`src/rtl/irqv_pkg.sv`:
```
package irqv_pkg;

  typedef enum logic [1:0] {
    EDGE_OFF  = 2'b00,
    EDGE_RISE = 2'b01,
    EDGE_FALL = 2'b10,
    EDGE_BOTH = 2'b11
  } edge_mode_e;

  // Fixed sources sit below the timer groups; the index sets priority and vector.
  localparam int unsigned FIXED_SRC = 5;
  localparam int unsigned IDX_PIN   = 0;
  localparam int unsigned IDX_TB0   = 1;
  localparam int unsigned IDX_TB1   = 2;
  localparam int unsigned IDX_NVM   = 3;
  localparam int unsigned IDX_ADC   = 4;

endpackage

```
`src/rtl/irqv_edge_det.sv`:
```
module irqv_edge_det
  import irqv_pkg::*;
(
  input  logic       clk,
  input  logic       rst_n,
  input  logic       pin,
  input  logic [1:0] mode,
  output logic       hit
);

  logic       pin_q;
  logic       rise;
  logic       fall;
  edge_mode_e mode_e;

  always_comb begin
    mode_e = edge_mode_e'(mode);
    rise   = pin & ~pin_q;
    fall   = ~pin & pin_q;
    case (mode_e)
      EDGE_OFF:  hit = 1'b0;
      EDGE_RISE: hit = rise;
      EDGE_FALL: hit = fall;
      default:   hit = rise | fall;
    endcase
  end

  always_ff @(posedge clk or negedge rst_n) begin
    if (!rst_n) begin
      pin_q <= 1'b0;
    end else begin
      pin_q <= pin;
    end
  end

endmodule

```
`src/rtl/irqv_flag_bank.sv`:
```
module irqv_flag_bank #(
  parameter int unsigned W = 1
) (
  input  logic         clk,
  input  logic         rst_n,
  input  logic [W-1:0] set,
  input  logic [W-1:0] clr,
  output logic [W-1:0] q
);

  logic [W-1:0] q_r;
  logic [W-1:0] q_nxt;
  logic         upd;

  // A set in the same cycle as a clear keeps the flag: no event is lost.
  always_comb begin
    q_nxt = (q_r & ~clr) | set;
    upd   = |(q_nxt ^ q_r);
  end

  always_ff @(posedge clk or negedge rst_n) begin
    if (!rst_n) begin
      q_r <= '0;
    end else if (upd) begin
      q_r <= q_nxt;
    end
  end

  assign q = q_r;

endmodule

```
`src/rtl/irqv_mf_group.sv`:
```
module irqv_mf_group #(
  parameter int unsigned SUBS = 2
) (
  input  logic            clk,
  input  logic            rst_n,
  input  logic [SUBS-1:0] sub_evt,
  input  logic [SUBS-1:0] sub_en,
  input  logic [SUBS-1:0] sub_clr,
  input  logic            mf_clr,
  output logic [SUBS-1:0] sub_q,
  output logic            mf_q
);

  logic mf_set;

  assign mf_set = |(sub_evt & sub_en);

  irqv_flag_bank #(.W(SUBS)) u_sub (
    .clk   (clk),
    .rst_n (rst_n),
    .set   (sub_evt),
    .clr   (sub_clr),
    .q     (sub_q)
  );

  irqv_flag_bank #(.W(1)) u_grp (
    .clk   (clk),
    .rst_n (rst_n),
    .set   (mf_set),
    .clr   (mf_clr),
    .q     (mf_q)
  );

endmodule

```
`src/rtl/irqv_prio.sv`:
```
module irqv_prio #(
  parameter int unsigned N     = 7,
  parameter int unsigned VEC_W = 8,
  parameter int unsigned BASE  = 4,
  parameter int unsigned STEP  = 4
) (
  input  logic [N-1:0]     pending,
  output logic             any,
  output logic [VEC_W-1:0] vec,
  output logic [N-1:0]     grant
);

  // Scan from the top so the lowest index is written last and wins.
  always_comb begin
    any   = 1'b0;
    vec   = '0;
    grant = '0;
    for (int i = int'(N) - 1; i >= 0; i--) begin
      if (pending[i]) begin
        any      = 1'b1;
        grant    = '0;
        grant[i] = 1'b1;
        vec      = VEC_W'(int'(BASE) + int'(STEP) * i);
      end
    end
  end

endmodule

```
`src/rtl/irq_vector_ctrl.sv`:
```
module irq_vector_ctrl
  import irqv_pkg::*;
#(
  parameter int unsigned NUM_MF      = 2,
  parameter int unsigned SUBS_PER_MF = 2,
  parameter int unsigned VEC_W       = 8,
  parameter int unsigned VEC_BASE    = 4,
  parameter int unsigned VEC_STEP    = 4,
  localparam int unsigned NSRC       = FIXED_SRC + NUM_MF,
  localparam int unsigned NSUB       = NUM_MF * SUBS_PER_MF
) (
  input  logic             clk,
  input  logic             rst_n,
  input  logic             ext_pin,
  input  logic [1:0]       ext_edge_sel,
  input  logic [1:0]       tb_tick,
  input  logic             nvm_done,
  input  logic             adc_done,
  input  logic [NSUB-1:0]  tm_match,
  input  logic [NSRC-1:0]  src_en,
  input  logic [NSUB-1:0]  sub_en,
  input  logic [NSRC-1:0]  flag_clr,
  input  logic [NSUB-1:0]  sub_clr,
  input  logic             gie_set,
  input  logic             gie_clr,
  input  logic             instr_boundary,
  input  logic             irq_ack,
  input  logic             reti,
  output logic             irq_req,
  output logic [VEC_W-1:0] irq_vector,
  output logic [NSRC-1:0]  flags,
  output logic [NSUB-1:0]  sub_flags,
  output logic             gie,
  output logic             wake
);

  logic                 pin_hit;
  logic [FIXED_SRC-1:0] fixed_evt;
  logic [FIXED_SRC-1:0] fixed_q;
  logic [NSRC-1:0]      flag_all;
  logic [NSRC-1:0]      pending;
  logic [NSRC-1:0]      grant;
  logic [NSRC-1:0]      clr_main;
  logic                 any_pend;
  logic                 take;
  logic                 gie_q;
  logic                 gie_nxt;
  logic                 gie_upd;

  irqv_edge_det u_edge (
    .clk   (clk),
    .rst_n (rst_n),
    .pin   (ext_pin),
    .mode  (ext_edge_sel),
    .hit   (pin_hit)
  );

  always_comb begin
    fixed_evt          = '0;
    fixed_evt[IDX_PIN] = pin_hit;
    fixed_evt[IDX_TB0] = tb_tick[0];
    fixed_evt[IDX_TB1] = tb_tick[1];
    fixed_evt[IDX_NVM] = nvm_done;
    fixed_evt[IDX_ADC] = adc_done;
  end

  // A taken acknowledge clears only the granted flag.
  assign take     = irq_ack & irq_req;
  assign clr_main = flag_clr | (take ? grant : '0);

  irqv_flag_bank #(.W(FIXED_SRC)) u_fixed (
    .clk   (clk),
    .rst_n (rst_n),
    .set   (fixed_evt),
    .clr   (clr_main[FIXED_SRC-1:0]),
    .q     (fixed_q)
  );

  assign flag_all[FIXED_SRC-1:0] = fixed_q;

  genvar g;
  generate
    for (g = 0; g < NUM_MF; g++) begin : g_mf
      irqv_mf_group #(.SUBS(SUBS_PER_MF)) u_mf (
        .clk     (clk),
        .rst_n   (rst_n),
        .sub_evt (tm_match[g*SUBS_PER_MF +: SUBS_PER_MF]),
        .sub_en  (sub_en[g*SUBS_PER_MF +: SUBS_PER_MF]),
        .sub_clr (sub_clr[g*SUBS_PER_MF +: SUBS_PER_MF]),
        .mf_clr  (clr_main[FIXED_SRC+g]),
        .sub_q   (sub_flags[g*SUBS_PER_MF +: SUBS_PER_MF]),
        .mf_q    (flag_all[FIXED_SRC+g])
      );
    end
  endgenerate

  assign pending = flag_all & src_en & {NSRC{gie_q}};

  irqv_prio #(
    .N     (NSRC),
    .VEC_W (VEC_W),
    .BASE  (VEC_BASE),
    .STEP  (VEC_STEP)
  ) u_prio (
    .pending (pending),
    .any     (any_pend),
    .vec     (irq_vector),
    .grant   (grant)
  );

  assign irq_req = instr_boundary & any_pend;

  // Clear has the last word so entry always blocks nesting.
  always_comb begin
    gie_nxt = gie_q;
    if (gie_set | reti) begin
      gie_nxt = 1'b1;
    end
    if (gie_clr | take) begin
      gie_nxt = 1'b0;
    end
    gie_upd = gie_nxt ^ gie_q;
  end

  always_ff @(posedge clk or negedge rst_n) begin
    if (!rst_n) begin
      gie_q <= 1'b0;
    end else if (gie_upd) begin
      gie_q <= gie_nxt;
    end
  end

  assign flags = flag_all;
  assign gie   = gie_q;
  assign wake  = |(flag_all & src_en);

endmodule

```
`config.mk`:
```
export PLATFORM = sky130hd
export DESIGN_NAME = irq_vector_ctrl
export DESIGN_NICKNAME = d
export VERILOG_FILES = /design/src/rtl/irqv_pkg.sv /design/src/rtl/irqv_edge_det.sv /design/src/rtl/irqv_flag_bank.sv /design/src/rtl/irqv_mf_group.sv /design/src/rtl/irqv_prio.sv /design/src/rtl/irq_vector_ctrl.sv
export SDC_FILE = /design/constraint.sdc
export NUM_CORES = 1
export LEC_CHECK = 0
export BUFFER_PORTS_ARGS = -buffer_cell sky130_fd_sc_hd__buf_2
export CAP_MARGIN = 20
export CORE_ASPECT_RATIO = 1.25
export CORE_MARGIN = 3
export CORE_UTILIZATION = 41
export DETAILED_ROUTE_END_ITERATION = 10
export GPL_ROUTABILITY_DRIVEN = 0
export PLACE_DENSITY = 0.89
export SETUP_SLACK_MARGIN = 0.3
export SYNTH_ARGS = -nofsm -noshare
export SYNTH_HDL_FRONTEND = slang
export SYNTH_SLANG_ARGS = --single-unit
```
`constraint.sdc`:
```
create_clock -name clk -period 2.5 [get_ports clk]
set_input_delay 0.375 -clock clk [delete_from_list [all_inputs] [get_ports clk]]
set_output_delay 0.375 -clock clk [all_outputs]
set_load 0.01 [all_outputs]
```
==> results.cfg <==
[outcome]
status = completed

[cts]
cts_tree = yes
cts_num_sinks = 13
clk_latency_ns = 0.27
cts_buffers = 3
clock-root-buffer = clkbuf_4
htreeDepth = 1
path_clk_slew_ns = 0.07
clock_path_buffers = 2
ctsResizeCount = 0

[global_route]
antenna_found_initial = 0
grt-ovfl-total = 0
grt_pass1_vias = 821
grt_max_degree = 14
grt_usage_pct = 18.5
grt_first_pass_wirelength_um = 3280

[pwr]
p_total_mw = 0.504
irDropWorstVdd_mv = 0.323
powerDensity_nw_per_um2 = 466
leakage_nw = 0.612

[placed_design]
place.port_buffers = 56
hpwlAfterDp_um = 1790

[sta]
max_freq_ghz = 0.472
finalSetupViolations = 0
fin_crit_sh_pct = 84.7
fin_crit_ns = 2.12
hold_viol = 0
slew_violations = 0
rsz0062_at_grt = false
fin_setup_tns_ns = 0
finalClockSkew_ns = 0.00147

[detailed_routing]
ant_nets = 0
drc = 0
vias = 844
first_pass_iters = 6
routed_wl_um = 2090
first_iter_violations = 43
wl_per_cell_um = 13.1
vias_per_cell = 5.28

[setup_path]
worstPathArrival_ns = 1.74
start_kind = flip-flop
critPathMaxFanout = 5
r2r-start = u_fixed.q[0]$_DFFE_PN0P_
crit_start = u_fixed.q[0]$_DFFE_PN0P_
timing.rr.end = g_mf[1].u_mf.u_grp.q$_DFFE_PN0P_
critPathKind = reg -> out
cp_data_required_time_ns = 2.12
reg2reg_depth = 5
crit_path_end_kind = output pin
cp-endpoint = irq_vector[4]
rrSetupSlack_ns = 0.78

[final_layout]
final_common_cell = buf_2
drive_gt1_share_pct = 47.2
antennaDiodeCount = 0
nFillCells = 135
area_growth_pct = 40.0
mostFrequentLayoutCells = buf_2 (56), inv_1 (13), dfrtp_1 (13)
finalNetCount = 185

[floorplan]
std_cell_rows = 16
fp.dieArea_um2 = 2450
io_pins = 62
fp.dieW_um = 44.8
start_util_pct = 46.5
die_y_um = 54.6
core_um2 = 1660

[logic_synthesis]
synthTopCellsByArea = dfrtp_1 (42%), buf_4 (6.8%), inv_1 (6.3%)
synth-edff-count = 0
synth-compound-area-share_pct = 25.9
syn-mean-instance-area_um2 = 9.32
ys_ff_latch = 13
synth_flop_cell = dfrtp_1
synthArstFlopShare_pct = 100
ys.warnings.count = 0
synth_top_family_by_area = compound AO/OA/AOI/OAI gates
yosysTopAreaCellShare_pct = 42.1
yosys.area.top_type = dfrtp_1
synth_xor_area_share_pct = 0
postSynthCellCount = 83
ys_seq_area_share_pct = 42.1
synthAdderAreaFrac_pct = 3.24
synthSimpleGateAreaFrac_pct = 13.9
synthMuxAreaShare_pct = 1.29
synth_area_um2 = 773
ys_types = 29

[job]
maxCapViolations = 0

[min_path]
hold_class = in -> reg
==> final cells by class <==
cell class / instances / area, µm² / area share, %
timing repair buffer: 58 / 298 / 27.5
inverter: 13 / 48.8 / 4.51
sequential: 13 / 325 / 30.1
clock buffer: 4 / 26.3 / 2.43
tap: 18 / 22.5 / 2.08
multi-input combinational: 54 / 362 / 33.4
==> worst max-delay path: stages (launching register included) <==
cell and delay (ns):
dfrtp_1 0.42, a222oi_1 0.39, buf_4 0.19, and2_2 0.15, a21boi_0 0.17, buf_2 0.15
==> flip-flops by register name, indices dropped and copies added, names as in the netlist <==
name               count
gie                    1
g_mf.u_mf.u_sub.q      4
g_mf.u_mf.u_grp.q      2
u_edge.pin_q           1
u_fixed.q              5
==> cell usage after synthesis, types with 2 or more instances <==
cell type   n
a311oi_1    2
nor2_1      3
a21o_1      4
a222oi_1    2
ha_1        2
and3_1      3
a221o_1     2
a22oi_1     2
nand3_1     4
a31o_2      4
dfrtp_1    13
nor3_1      2
buf_4       7
inv_1      13
a21oi_1     3
nand2_1     4
==> kinds of logic (layout without fill, tap and decap cells) <==
group / count (synthesis) / after routing
buffers and inverters: 20 / 75
AOI/OAI and AO/OA: 25 / 25
DFF: 13 / 13
and+or+nand+nor: 21 / 21
other: 1 / 5
muxes: 1 / 1
adders and majority gates: 2 / 2
==> worst min-delay path by stage <==
stage	start	endpoint	slack, ns	cells after the start
after floorplan	rst_n	g_mf[0].u_mf.u_grp.q$_DFFE_PN0P_	0.08	0
after global placement	rst_n	u_edge.pin_q$_DFF_PN0_	0.27	1
after detailed placement	rst_n	u_edge.pin_q$_DFF_PN0_	0.28	1
after CTS	ext_pin	u_edge.pin_q$_DFF_PN0_	0.23	1
after global routing	ext_pin	u_edge.pin_q$_DFF_PN0_	0.24	1
final	ext_pin	u_edge.pin_q$_DFF_PN0_	0.24	1
==> where the power goes <==
part	total, mW	switching [mW]	internal, mW
logic	0.137	0.0674	0.0693
registers	0.243	0.0167	0.226
clock network	0.124	0.0627	0.0617
==> through the flow <==
stage | util [%] | instance area (µm²) | setup slack [ns] | std cells | hold WS [ns]
4_1_cts | 64.7 | 1070 | 0.338 | 159 | 0.234
6_report | 65.1 | 1080 | 0.383 | 160 | 0.244
3_5_place_dp | 62.5 | 1040 | 0.580 | 154 | 0.277
2_1_floorplan | - | 788 | 0.706 | 87 | 0.0794
5_1_grt | 65.1 | 1080 | 0.267 | 160 | 0.236
3_3_place_gp | 62.5 | 1040 | 0.595 | 154 | 0.269
==> per-layer routing <==
metal / wire (µm) / GRT usage (%) / up-vias / part of all wire [%]
met1: 736 / 20.9 / 381 / 35
met5: 0 / 0 / - / 0
met2: 1090 / 33.5 / 54 / 52
li1: - / - / 407 / -
met3: 251 / 2.96 / 2 / 12
met4: 15 / 8.78 / 0 / 0.72
==> repair_timing <==
| action | CTS | global route |
|---|---|---|
| endpoints found under the hold margin | 13 | 0 |
| setup endpoints to repair | 0 | 2 |
| hold buffers | 1 | 0 |
| buffers inserted | 0 | 1 |
Note: power is estimated with default switching activity, not from simulation.
